[config.mk]
export PLATFORM = sky130hd
export DESIGN_NAME = lin_cmd_seq
export DESIGN_NICKNAME = d
export VERILOG_FILES = /design/src/rtl/lin_seq_pkg.sv /design/src/rtl/lin_task_match.sv /design/src/rtl/lin_cmd_reg.sv /design/src/rtl/lin_abort_flag.sv /design/src/rtl/lin_mode_decode.sv /design/src/rtl/lin_cmd_seq.sv
export SDC_FILE = /design/constraint.sdc
export NUM_CORES = 1
export LEC_CHECK = 0
export ABC_AREA = 1
export ABC_CLOCK_PERIOD_IN_PS = 1200
export BUFFER_PORTS_ARGS = -buffer_cell sky130_fd_sc_hd__buf_4
export CORE_AREA = 3 3 40 42
export DETAILED_ROUTE_END_ITERATION = 10
export DIE_AREA = 0 0 43 45
export MAX_ROUTING_LAYER = met4
export SYNTH_ARGS = -nofsm -noshare
export SYNTH_HDL_FRONTEND = slang
export SYNTH_HIERARCHICAL = 1
export SYNTH_SLANG_ARGS = --single-unit
[constraint.sdc]
create_clock -name clk -period 1.2 [get_ports clk]
set_input_delay 0.24 -clock clk [delete_from_list [all_inputs] [get_ports clk]]
set_output_delay 0.24 -clock clk [all_outputs]
set_load 0.005 [all_outputs]
[src/rtl/lin_seq_pkg.sv]
package lin_seq_pkg;
  localparam int CMD_W     = 3;
  localparam int LOW_W     = 2;
  localparam int NUM_TASKS = 3;

  typedef enum logic [CMD_W-1:0] {
    CMD_LISTEN  = 3'b000,
    CMD_HDR_TX  = 3'b001,
    CMD_RSP_RX  = 3'b010,
    CMD_RSP_TX  = 3'b011,
    CMD_BYTE    = 3'b100,
    CMD_BYTE_RX = 3'b101,
    CMD_BYTE_TX = 3'b110,
    CMD_BYTE_FD = 3'b111
  } cmd_e;

  typedef struct packed {
    logic busy;
    logic hdr_rx;
    logic hdr_tx;
    logic rsp_rx;
    logic rsp_tx;
    logic byte_rx;
    logic byte_tx;
    logic duplex;
    logic crc;
    logic tmo;
    logic len_zero;
  } eng_en_t;
endpackage

[src/rtl/lin_task_match.sv]
module lin_task_match
  import lin_seq_pkg::*;
#(
  parameter int N = NUM_TASKS
) (
  input  logic             ena,
  input  logic [CMD_W-1:0] cmd,
  input  logic [N-1:0]     strobe,
  output logic             hit,
  output logic             running
);
  logic [N-1:0] match;

  // Task i is encoded as command value i+1 in the frame half of the map.
  for (genvar i = 0; i < N; i++) begin : g_task
    assign match[i] = (cmd == CMD_W'(i + 1)) && strobe[i];
  end

  assign hit     = ena && (|match);
  assign running = ena && !cmd[CMD_W-1] && (cmd[LOW_W-1:0] != '0);
endmodule

[src/rtl/lin_cmd_reg.sv]
module lin_cmd_reg
  import lin_seq_pkg::*;
(
  input  logic             clk,
  input  logic             rst_n,
  input  logic             en_we,
  input  logic             en_wd,
  input  logic             cmd_we,
  input  logic [CMD_W-1:0] cmd_wd,
  input  logic             hit,
  output logic             ena_q,
  output logic [CMD_W-1:0] cmd_q,
  output logic             done_q
);
  always_ff @(posedge clk or negedge rst_n) begin
    if (!rst_n) begin
      ena_q  <= 1'b0;
      cmd_q  <= CMD_LISTEN;
      done_q <= 1'b0;
    end else begin
      if (en_we) ena_q <= en_wd;
      if (cmd_we) begin
        cmd_q  <= cmd_wd;
        done_q <= 1'b0;
      end else if (hit) begin
        cmd_q  <= CMD_LISTEN;
        done_q <= 1'b1;
      end else begin
        done_q <= 1'b0;
      end
    end
  end


  done_ret_chk: assert property (@(posedge clk) disable iff (!rst_n)
    hit && !cmd_we |=> (cmd_q == CMD_LISTEN) && done_q);


  host_wins_chk: assert property (@(posedge clk) disable iff (!rst_n)
    cmd_we |=> (cmd_q == $past(cmd_wd)) && !done_q);


  cmd_hold_chk: assert property (@(posedge clk) disable iff (!rst_n)
    !cmd_we && !hit |=> $stable(cmd_q) && !done_q);
endmodule

[src/rtl/lin_abort_flag.sv]
module lin_abort_flag
  import lin_seq_pkg::*;
(
  input  logic             clk,
  input  logic             rst_n,
  input  logic             running,
  input  logic             cmd_we,
  input  logic [CMD_W-1:0] cmd_wd,
  input  logic             clr,
  output logic             abort_q
);
  logic set_now;
  assign set_now = running && cmd_we && (cmd_wd[LOW_W-1:0] == '0);

  always_ff @(posedge clk or negedge rst_n) begin
    if (!rst_n)       abort_q <= 1'b0;
    else if (set_now) abort_q <= 1'b1;
    else if (clr)     abort_q <= 1'b0;
  end


  abort_set_chk: assert property (@(posedge clk) disable iff (!rst_n)
    running && cmd_we && (cmd_wd[LOW_W-1:0] == '0) |=> abort_q);


  abort_hold_chk: assert property (@(posedge clk) disable iff (!rst_n)
    abort_q && !clr |=> abort_q);
endmodule

[src/rtl/lin_mode_decode.sv]
module lin_mode_decode
  import lin_seq_pkg::*;
(
  input  logic             ena,
  input  logic [CMD_W-1:0] cmd,
  output eng_en_t          en
);
  logic [LOW_W-1:0] sub;
  assign sub = cmd[LOW_W-1:0];

  always_comb begin
    en = '0;
    if (ena) begin
      if (cmd[CMD_W-1]) begin
        en.byte_rx  = (sub != 2'b10);
        en.byte_tx  = (sub != 2'b01);
        en.duplex   = (sub == 2'b11);
        en.len_zero = 1'b1;
      end else begin
        en.crc = 1'b1;
        en.tmo = 1'b1;
        unique case (sub)
          2'b00:   en.hdr_rx = 1'b1;
          2'b01:   begin en.hdr_tx = 1'b1; en.busy = 1'b1; end
          2'b10:   begin en.rsp_rx = 1'b1; en.busy = 1'b1; end
          default: begin en.rsp_tx = 1'b1; en.busy = 1'b1; end
        endcase
      end
    end
  end
endmodule

[src/rtl/lin_cmd_seq.sv]
module lin_cmd_seq
  import lin_seq_pkg::*;
(
  input  logic             clk,
  input  logic             rst_n,
  input  logic             en_we,
  input  logic             en_wd,
  input  logic             cmd_we,
  input  logic [CMD_W-1:0] cmd_wd,
  input  logic             abort_clr,
  input  logic             hdr_tx_done,
  input  logic             rsp_rx_done,
  input  logic             rsp_tx_done,
  output logic             ctl_enabled,
  output logic [CMD_W-1:0] ctl_cmd,
  output logic             abort_flag,
  output logic             task_done,
  output logic             busy,
  output logic             hdr_rx_en,
  output logic             hdr_tx_en,
  output logic             rsp_rx_en,
  output logic             rsp_tx_en,
  output logic             byte_rx_en,
  output logic             byte_tx_en,
  output logic             duplex,
  output logic             crc_en,
  output logic             timeout_en,
  output logic             len_zero
);
  logic    hit;
  logic    running;
  eng_en_t en;

  lin_task_match #(.N(NUM_TASKS)) u_match (
    .ena     (ctl_enabled),
    .cmd     (ctl_cmd),
    .strobe  ({rsp_tx_done, rsp_rx_done, hdr_tx_done}),
    .hit     (hit),
    .running (running)
  );

  lin_cmd_reg u_reg (
    .clk    (clk),
    .rst_n  (rst_n),
    .en_we  (en_we),
    .en_wd  (en_wd),
    .cmd_we (cmd_we),
    .cmd_wd (cmd_wd),
    .hit    (hit),
    .ena_q  (ctl_enabled),
    .cmd_q  (ctl_cmd),
    .done_q (task_done)
  );

  lin_abort_flag u_abort (
    .clk     (clk),
    .rst_n   (rst_n),
    .running (running),
    .cmd_we  (cmd_we),
    .cmd_wd  (cmd_wd),
    .clr     (abort_clr),
    .abort_q (abort_flag)
  );

  lin_mode_decode u_dec (
    .ena (ctl_enabled),
    .cmd (ctl_cmd),
    .en  (en)
  );

  assign busy       = en.busy;
  assign hdr_rx_en  = en.hdr_rx;
  assign hdr_tx_en  = en.hdr_tx;
  assign rsp_rx_en  = en.rsp_rx;
  assign rsp_tx_en  = en.rsp_tx;
  assign byte_rx_en = en.byte_rx;
  assign byte_tx_en = en.byte_tx;
  assign duplex     = en.duplex;
  assign crc_en     = en.crc;
  assign timeout_en = en.tmo;
  assign len_zero   = en.len_zero;


  off_quiet_chk: assert property (@(posedge clk) disable iff (!rst_n)
    !ctl_enabled |-> !(busy || hdr_rx_en || hdr_tx_en || rsp_rx_en || rsp_tx_en ||
                       byte_rx_en || byte_tx_en || crc_en || timeout_en || len_zero));


  listen_chk: assert property (@(posedge clk) disable iff (!rst_n)
    ctl_enabled && (ctl_cmd == CMD_LISTEN) |-> hdr_rx_en && !busy);


  frame_excl_chk: assert property (@(posedge clk) disable iff (!rst_n)
    $onehot0({hdr_rx_en, hdr_tx_en, rsp_rx_en, rsp_tx_en}));


  byte_plain_chk: assert property (@(posedge clk) disable iff (!rst_n)
    ctl_enabled && ctl_cmd[CMD_W-1] |-> !crc_en && !timeout_en && len_zero && !busy);


  stray_chk: assert property (@(posedge clk) disable iff (!rst_n)
    ctl_enabled && (ctl_cmd == CMD_RSP_RX) && !cmd_we && !rsp_rx_done
      |=> (ctl_cmd == CMD_RSP_RX) && !task_done);
endmodule

# --- Yosys cells after proc, flatten, opt, wreduce, memory -nomap -nowiden ---
# Index checks and enable logic that the tools add are counted.
word_totals:
  regBits: 6
  input_bits: 12
  wordCells: 44
op_classes:
  eq_ne: 8
  muxes: 16
  reduce_logical: 16
ops:
  columns: ["op", "n"]
  rows:
  - ["2-to-1 mux 11 bit", 1]
  - ["2-to-1 mux 1 bit", 10]
  - ["2-to-1 mux 3 bit", 3]
  - ["logical AND 1 bit", 8]
  - ["== test 3 x 2 -> 1 bit (second input constant)", 2]
  - ["nonzero test 2 bit", 3]
  - ["OR reduction 3 bit", 2]
  - ["2-to-1 mux 5 bit", 1]
  - ["== test 2 bit (second input constant)", 2]
  - ["logical NOT 2 bit", 2]
  - ["== test 3 x 1 -> 1 bit (second input constant)", 1]
  - ["== test 2 x 1 -> 1 bit (second input constant)", 1]
  - ["2-to-1 mux 2 bit", 1]
  - ["!= test 2 x 1 -> 1 bit (second input constant)", 1]
  - ["!= test 2 bit (second input constant)", 1]
  - ["logical NOT 1 bit", 1]

# --- Logic depth before layout (Yosys ltp) ---
# Gate-level depths: netlist (run 1).
depth:
  word_depth: 6
  depth_mapped: 7
  mapped_depth_nobuf: 7

# --- Hierarchy ---
# Netlist (run 1), hierarchy kept.
by_module_without_submodules:
  columns: ["module", "instances", "cells_each", "area_each_um2", "seq_area_each_um2"]
  rows:
  - ["lin_cmd_reg", 1, 20, 185.2, 125.1]
  - ["lin_mode_decode", 1, 21, 85.1, 0.0]
  - ["lin_task_match", 1, 13, 62.6, 0.0]
  - ["lin_abort_flag", 1, 8, 51.3, 25.0]

# --- Worst setup path after synthesis (run 1) ---
# Ideal clock, no wire load.
synth_path:
  path_type: "register to register"
  from: "register u_reg.cmd_q[0]"
  to: "register u_reg.cmd_q[1]"
  setup_time_ns: 0.117
  t_arrival_ns: 0.949
  path_slack_ns: 0.134
  path_stages_with_launch: 8
  synth_period_minus_slack_ns: 1.066
  cell_sequence: "dfrtp_1 -> inv_1 -> nand2_1 -> nand3_1 -> nor2_1 -> nor2_2 -> nand2_1 -> nand2_1"
synth_via:
  elab_chain_len: 5
synth_lines:
  columns: ["element", "line", "source"]
  rows:
  - ["start, declared", "lin_cmd_reg.sv:12", "output logic [CMD_W-1:0] cmd_q,"]
  - ["start signal, assigned", "lin_cmd_reg.sv:23", "cmd_q <= cmd_wd;"]
  - ["== test 3 x 1 -> 1 bit / == test 3 x 2 -> 1 bit (equally long branches)", "lin_task_match.sv:16", "assign match[i] = (cmd == CMD_W'(i + 1)) && strobe[i];"]
  - ["logical AND 1 bit", "lin_task_match.sv:16", null]
  - ["OR reduction 3 bit (*)", "lin_task_match.sv:19", "assign hit = ena && (|match);"]
  - ["logical AND 1 bit (*)", "lin_task_match.sv:19", null]
  - ["via hit", "lin_cmd_seq.sv:30", "logic hit;"]
  - ["nonzero test 2 bit (no line) (*)", null, null]
# The timed path passes the listed nets; every way through them passes the cells marked *.
# A chain may end at the register's enable or synchronous reset.

# --- Final worst setup path (run 1) ---
layout_path:
  from: "register u_reg.ena_q"
  to: "output byte_tx_en"
layout_via:
  elab_chain_len: 1
layout_lines:
  columns: ["element", "line", "source"]
  rows:
  - ["start, declared", "lin_cmd_reg.sv:11", "output logic ena_q,"]
  - ["start signal, assigned", "lin_cmd_reg.sv:21", "if (en_we) ena_q <= en_wd;"]
  - ["2-to-1 mux 11 bit", "lin_mode_decode.sv:13", "if (ena) begin"]
  - ["end, declared", "lin_cmd_seq.sv:24", "output logic byte_tx_en,"]
# No other way between the ends.

==> impl_metrics.csv, run 1 <==
group,metric,value,unit
run_status,outcome,"finished with violations",
run_status,violations,"negative setup slack",
sta,finalCriticalPeriod,1.30,ns
routing,drc,0,
place,portBuffers,28,
synthesis,yosysWarnings,6,
synthesis,syn_nets,74,
synthesis,syn_inst,62,
sta,fin_skew,0.00240,ns
final_layout,drive_above_1_share,0.510,
sta,hold_viol,0,
worst_setup_path,critPathBufInv,1,
job,max_cap_viol_count,0,
floorplan,die-area,1940,um2
worst_setup_path,cp_top_family,"flip-flops",
sta,final-setup-viol-count,11,
floorplan,initial_core_util,0.299,
clock_tree,htree_num_levels,1,
floorplan,placement_rows,13,
clock_tree,cts_tree,"done",
clock_tree,numCtsBuffers,3,
clock_tree,cts.clk_slew.worst_paths,0.04,ns
synthesis,ys_ff_latch,6,
final_layout,area.sequential,154,um2
floorplan,io_pins,29,
place,place_congestion,0.802,
floorplan,die_h,45,um
synthesis,synth_top_family_by_area,"simple AND/OR/NAND/NOR gates",
worst_setup_path,cp_slowest_stage_delay,0.38,ns
synthesis,synth_xor_area_frac,0,
worst_setup_path,crit_chain,"nand2_1, a21oi_1, buf_4",
routing,drtAntennaViolNets,0,
sta,rsz0062_at_grt,"true",
floorplan,die_w,43,um
power_and_ir_drop,power_leakage,0.420,nW
sta,worst_slack,-0.0956,ns
final_layout,n_antenna_cell,0,
worst_setup_path,worst_path_max_delay_cell,"dfrtp_1",
routing,wl,1020,um
final_layout,syn_to_final_growth,82.7,%
final_layout,multi_input_area,193,um2
grt,grt_pass1_wl,1620,um
clock_tree,clock-sinks,6,
final_layout,final_common_cell,"buf_4",
place,pre_cts_ws,0.0279,ns
sta,clock.fmax,0.772,GHz
routing,vias,481,
worst_setup_path,path_max_fanout,4,
floorplan,core,1280,um2
worst_setup_path,critPathKind,"flop to output pin",
synthesis,synth-compound-area-share,0.0521,
power_and_ir_drop,power,0.643,mW
final_layout,mostFrequentLayoutCells,"buf_4, nand2_1, inv_1, nor2_1, inv_2",
routing,routed_via_density,4.26,
synthesis,synth.avg_cell_area,6.20,um2
worst_setup_path,startpoint_type,"flop",
routing,drt-initial-drc-count,5,
hold_path,hp-class,"primary input to flop",
power_and_ir_drop,vdd_ir_drop_max,600,uV
final_layout,fin_nets,112,
power_and_ir_drop,p_per_area,916,nW/um2
grt,grt-ovfl-total,0,
worst_setup_path,end_kind,"output pin",
synthesis,synth.distinct_cells,11,
sta,relSlewSlack,0.885,
sta,finalCritPeriodShare,1.08,
routing,wire_per_inst,9.02,um
place,post-dp-hpwl,751,um
worst_setup_path,arrival,1.06,ns
grt,grt_max_degree,8,
clock_tree,clock_path_buffers,2,
worst_setup_path,critPathRequiredTime,0.96,ns
synthesis,yosysSeqAreaShare,0.391,
synthesis,synthAdderAreaFrac,0,
final_layout,fillCellCount,127,
grt,grt_pass1_vias,414,
synthesis,synthSimpleGateAreaFrac,0.401,
clock_tree,worstSkewPairLatency,0.24,ns
grt,grt_use_total,0.123,
synthesis,synth_mux_area_frac,0,
sta,drv_slew,0,
routing,dr.pass1.iters,4,
synthesis,synthesis.area,384,um2
clock_tree,cts-root-buf,"clkbuf_4",
grt,antenna_found_initial,0,
sta,worst_slew_pin_slew,0.171,ns
-- path summary, 6_finish.rpt --
kind	cells past startpoint	to	slack, ns	startpoint
worst max-delay path	3	byte_tx_en	-0.1	u_reg/ena_q$_DFFE_PN0P_
worst min-delay path	3	u_reg/cmd_q[2]$_DFFE_PN0P_	0.20	cmd_wd[2]
worst max register to register	7	u_reg/cmd_q[1]$_DFFE_PN0P_	0.01	u_reg/cmd_q[1]$_DFFE_PN0P_
worst min register to register	2	u_abort/abort_q$_DFFE_PN0P_	0.49	u_abort/abort_q$_DFFE_PN0P_
max in group asynchronous	2	u_reg/cmd_q[2]$_DFFE_PN0P_	0.74	rst_n
min in group asynchronous	2	u_abort/abort_q$_DFFE_PN0P_	0.33	rst_n
-- final cells by class --
class | count | area share
repair buffers | 34 | 0.373
multi-input cells | 41 | 0.275
flip-flops and latches | 6 | 0.219
inverters | 14 | 0.0749
clock buffers | 3 | 0.0321
well taps | 15 | 0.0267
-- power by group --
part           total (mW)  switching, mW  leakage (nW)  internal [mW]
Sequential          0.241         0.0207        0.0731          0.220
Combinational       0.224         0.0996         0.333          0.124
Clock               0.179         0.0661        0.0138          0.113
Total               0.643          0.186         0.420          0.457
-- stage by stage --
step	util	std cells	hold slack, ns	cell area (um2)	setup TNS (ns)
floorplan	-	62	-0.0556	384	0
global placement	0.471	104	0.0503	606	0
detailed placement	0.471	104	0.0494	606	0
CTS	0.525	112	0.189	674	-0.528
global route	0.546	113	0.191	702	-1.67
finish	0.546	113	0.200	702	-0.579
-- cell families after synthesis --
group,count (synthesis)
AND/OR/NAND/NOR,37
flip-flops,6
buffers and inverters,15
AO/OA/AOI/OAI,4
-- worst reg2reg max path: stages, from the launching register on --
cell and delay (ns):
dfrtp_2 0.45, buf_4 0.16, nand3_1 0.07, nand3_1 0.06, nor2_1 0.16, nor2_2 0.07, nand2_1 0.06, nand2_1 0.05
-- sequential cells by signal, summed over array words and instances, names as in the netlist --
name             flops
u_reg/done_q         1
u_reg/cmd_q          3
u_abort/abort_q      1
u_reg/ena_q          1
-- what timing repair did --
action                                 4_1_cts  5_1_grt
resized for setup                            7        7
setup endpoints to repair                   11       16
pin swaps                                    6        4
hold buffers                                 1        0
setup buffers                                4        1
endpoints found under the hold margin        6        0
-- synth_stat cells --
| master | n | share of area |
|---|---|---|
| a21oi_1 | 2 | 0.026 |
| and2_1 | 1 | 0.016 |
| buf_4 | 1 | 0.020 |
| dfrtp_1 | 6 | 0.39 |
| inv_1 | 14 | 0.14 |
| nand2_1 | 22 | 0.21 |
| nand3_1 | 2 | 0.026 |
| nor2_1 | 10 | 0.098 |
| nor2_2 | 1 | 0.016 |
| nor2_4 | 1 | 0.029 |
| o21ai_0 | 2 | 0.026 |
-- routing by layer --
layer,up-vias,wire length [um],global-route usage
met5,-,0,-
met4,0,10,0.108
met3,2,128,0.0398
met2,26,476,0.189
met1,202,403,0.126
li1,251,-,-
Power figures use the tool's default switching activity.
==> run 2, diff against run 1 <==
Settings changed: CORE_AREA 3 3 40 42 to 2 2 39 41, DIE_AREA 0 0 43 45 to 0 0 41 43, SLEW_MARGIN set to 20.
==> run 2 against run 1 <==
The run still ends with negative setup slack left. Core utilization decreased by 1.4 points. Maximum frequency increased by 2.4%. Count of clock-buffer cells in the layout unchanged. Register-to-register slack about the same. Worst hold slack got worse by 0.0072 ns. Sequential power about the same. Non-clock buffer count unchanged. Largest cell class unchanged.
==> impl_metrics.csv, run 2 (synthesis gave the netlist of run 1 again) <==
group,metric,value,unit
sta,drv_slew,0,
worst_setup_path,startpoint_type,"flop",
routing,dr.pass1.iters,4,
sta,relSlewSlack,0.896,
place,post-dp-hpwl,807,um
place,portBuffers,28,
grt,grt_max_degree,8,
final_layout,regMostFlops,"u_reg/cmd_q",
routing,vias,480,
hold_path,hp-class,"primary input to flop",
final_layout,n_antenna_cell,0,
clock_tree,cts_tree,"done",
worst_setup_path,path_max_fanout,6,
worst_setup_path,critPathKind,"flop to output pin",
routing,routed_via_density,4.21,
clock_tree,clock_path_buffers,2,
final_layout,final_common_cell,"buf_4",
routing,drc,0,
routing,drt-initial-drc-count,3,
final_layout,largest_reg_flops,3,
sta,worst_slack,-0.0648,ns
run_status,violations,"negative setup slack",
clock_tree,clock-sinks,6,
final_layout,syn_to_final_growth,91.9,%
power_and_ir_drop,vdd_ir_drop_max,546,uV
floorplan,placement_rows,14,
floorplan,core,1380,um2
job,max_cap_viol_count,0,
sta,finalCriticalPeriod,1.26,ns
final_layout,mostFrequentLayoutCells,"buf_4, nand2_1, inv_1, nor2_1, inv_2",
routing,wire_per_inst,9.61,um
routing,wl,1100,um
sta,final-setup-viol-count,12,
power_and_ir_drop,power_leakage,0.426,nW
final_layout,drive_above_1_share,0.582,
sta,clock.fmax,0.791,GHz
clock_tree,worstSkewPairLatency,0.24,ns
sta,fin_skew,0.00676,ns
worst_setup_path,arrival,1.02,ns
sta,finalCritPeriodShare,1.05,
grt,grt-ovfl-total,0,
floorplan,initial_core_util,0.278,
floorplan,die_h,43,um
floorplan,die-area,1760,um2
grt,antenna_found_initial,0,
worst_setup_path,critPathRequiredTime,0.96,ns
sta,rsz0062_at_grt,"true",
clock_tree,cts.clk_slew.worst_paths,0.05,ns
floorplan,io_pins,29,
clock_tree,cts-root-buf,"clkbuf_4",
clock_tree,htree_num_levels,1,
final_layout,fin_util,0.533,
worst_setup_path,end_kind,"output pin",
power_and_ir_drop,p_per_area,927,nW/um2
sta,hold_viol,0,
routing,drtAntennaViolNets,0,
grt,grt_pass1_vias,418,
place,place_congestion,0.759,
power_and_ir_drop,power,0.683,mW
floorplan,die_w,41,um
grt,grt_pass1_wl,1610,um
sta,worst_slew_pin_slew,0.156,ns
run_status,outcome,"finished with violations",
final_layout,final_area,737,um2
clock_tree,numCtsBuffers,3,
place,dpl_cell_area,607,um2
final_layout,fin_nets,112,
grt,grt_use_total,0.136,
==> run 2: cell counts in the layout (fill, tap and decap cells not counted) <==
No cell type changed its count.
==> run 2: critical path, cell delays in order (launching register included) <==
cell and delay (ns):
dfrtp_2 0.43, inv_2 0.07, nand2_4 0.07, nor2_1 0.10, buf_4 0.11
==> run 2: repair_timing <==
action	in CTS	in global routing
buffers inserted	5	0
hold buffers	1	0
pin swaps	3	3
setup endpoints to repair	13	18
gates resized for setup	11	18
endpoints found under the hold margin	6	0
==> run 2: path summary, 6_finish.rpt <==
path / start / end / slack (ns) / cells after the start
worst max-delay path: u_reg/cmd_q[2]$_DFFE_PN0P_ / rsp_rx_en / -0.06 / 4
worst max register to register: u_reg/cmd_q[1]$_DFFE_PN0P_ / u_reg/cmd_q[0]$_DFFE_PN0P_ / 0.02 / 7
worst min-delay path: en_we / u_reg/ena_q$_DFFE_PN0P_ / 0.19 / 2
max in group asynchronous: rst_n / u_reg/cmd_q[1]$_DFFE_PN0P_ / 0.73 / 2
worst min register to register: u_abort/abort_q$_DFFE_PN0P_ / u_abort/abort_q$_DFFE_PN0P_ / 0.49 / 2
min in group asynchronous: rst_n / u_abort/abort_q$_DFFE_PN0P_ / 0.34 / 2
==> run 2: area by class of cell <==
class                      instances  area, um2
clock buffer                       3       22.5
fill                             157        647
inverter                          14       52.6
multi-input combinational         41        210
sequential                         6        155
tap                               16       20.0
timing repair buffer              34        277
==> run 2: report_power, final <==
part / total (mW) / leakage [nW] / internal (mW) / switching (mW)
clock: 0.189 / 0.0138 / 0.113 / 0.0756
combinational: 0.250 / 0.340 / 0.139 / 0.111
sequential: 0.244 / 0.0720 / 0.221 / 0.0231
total: 0.683 / 0.426 / 0.473 / 0.210
==> run 2: per-layer routing <==
layer  wire length, um  GRT usage
met4                 0     0.0200
met2               544      0.222
met5                 0          -
met3               104     0.0471
met1               447      0.158
==> run 2: per-stage QoR <==
| stage | worst slack [ns] | TNS, ns | instances | hold WS, ns |
|---|---|---|---|---|
| CTS | -0.0676 | -0.579 | 114 | 0.187 |
| finish | -0.0648 | -0.411 | 114 | 0.193 |
| floorplan | 0.134 | 0 | 62 | -0.0556 |
| detailed placement | -0.0134 | -0.0193 | 105 | 0.0520 |
| global route | -0.139 | -1.30 | 114 | 0.202 |
| global placement | 0.0290 | 0 | 105 | 0.0529 |
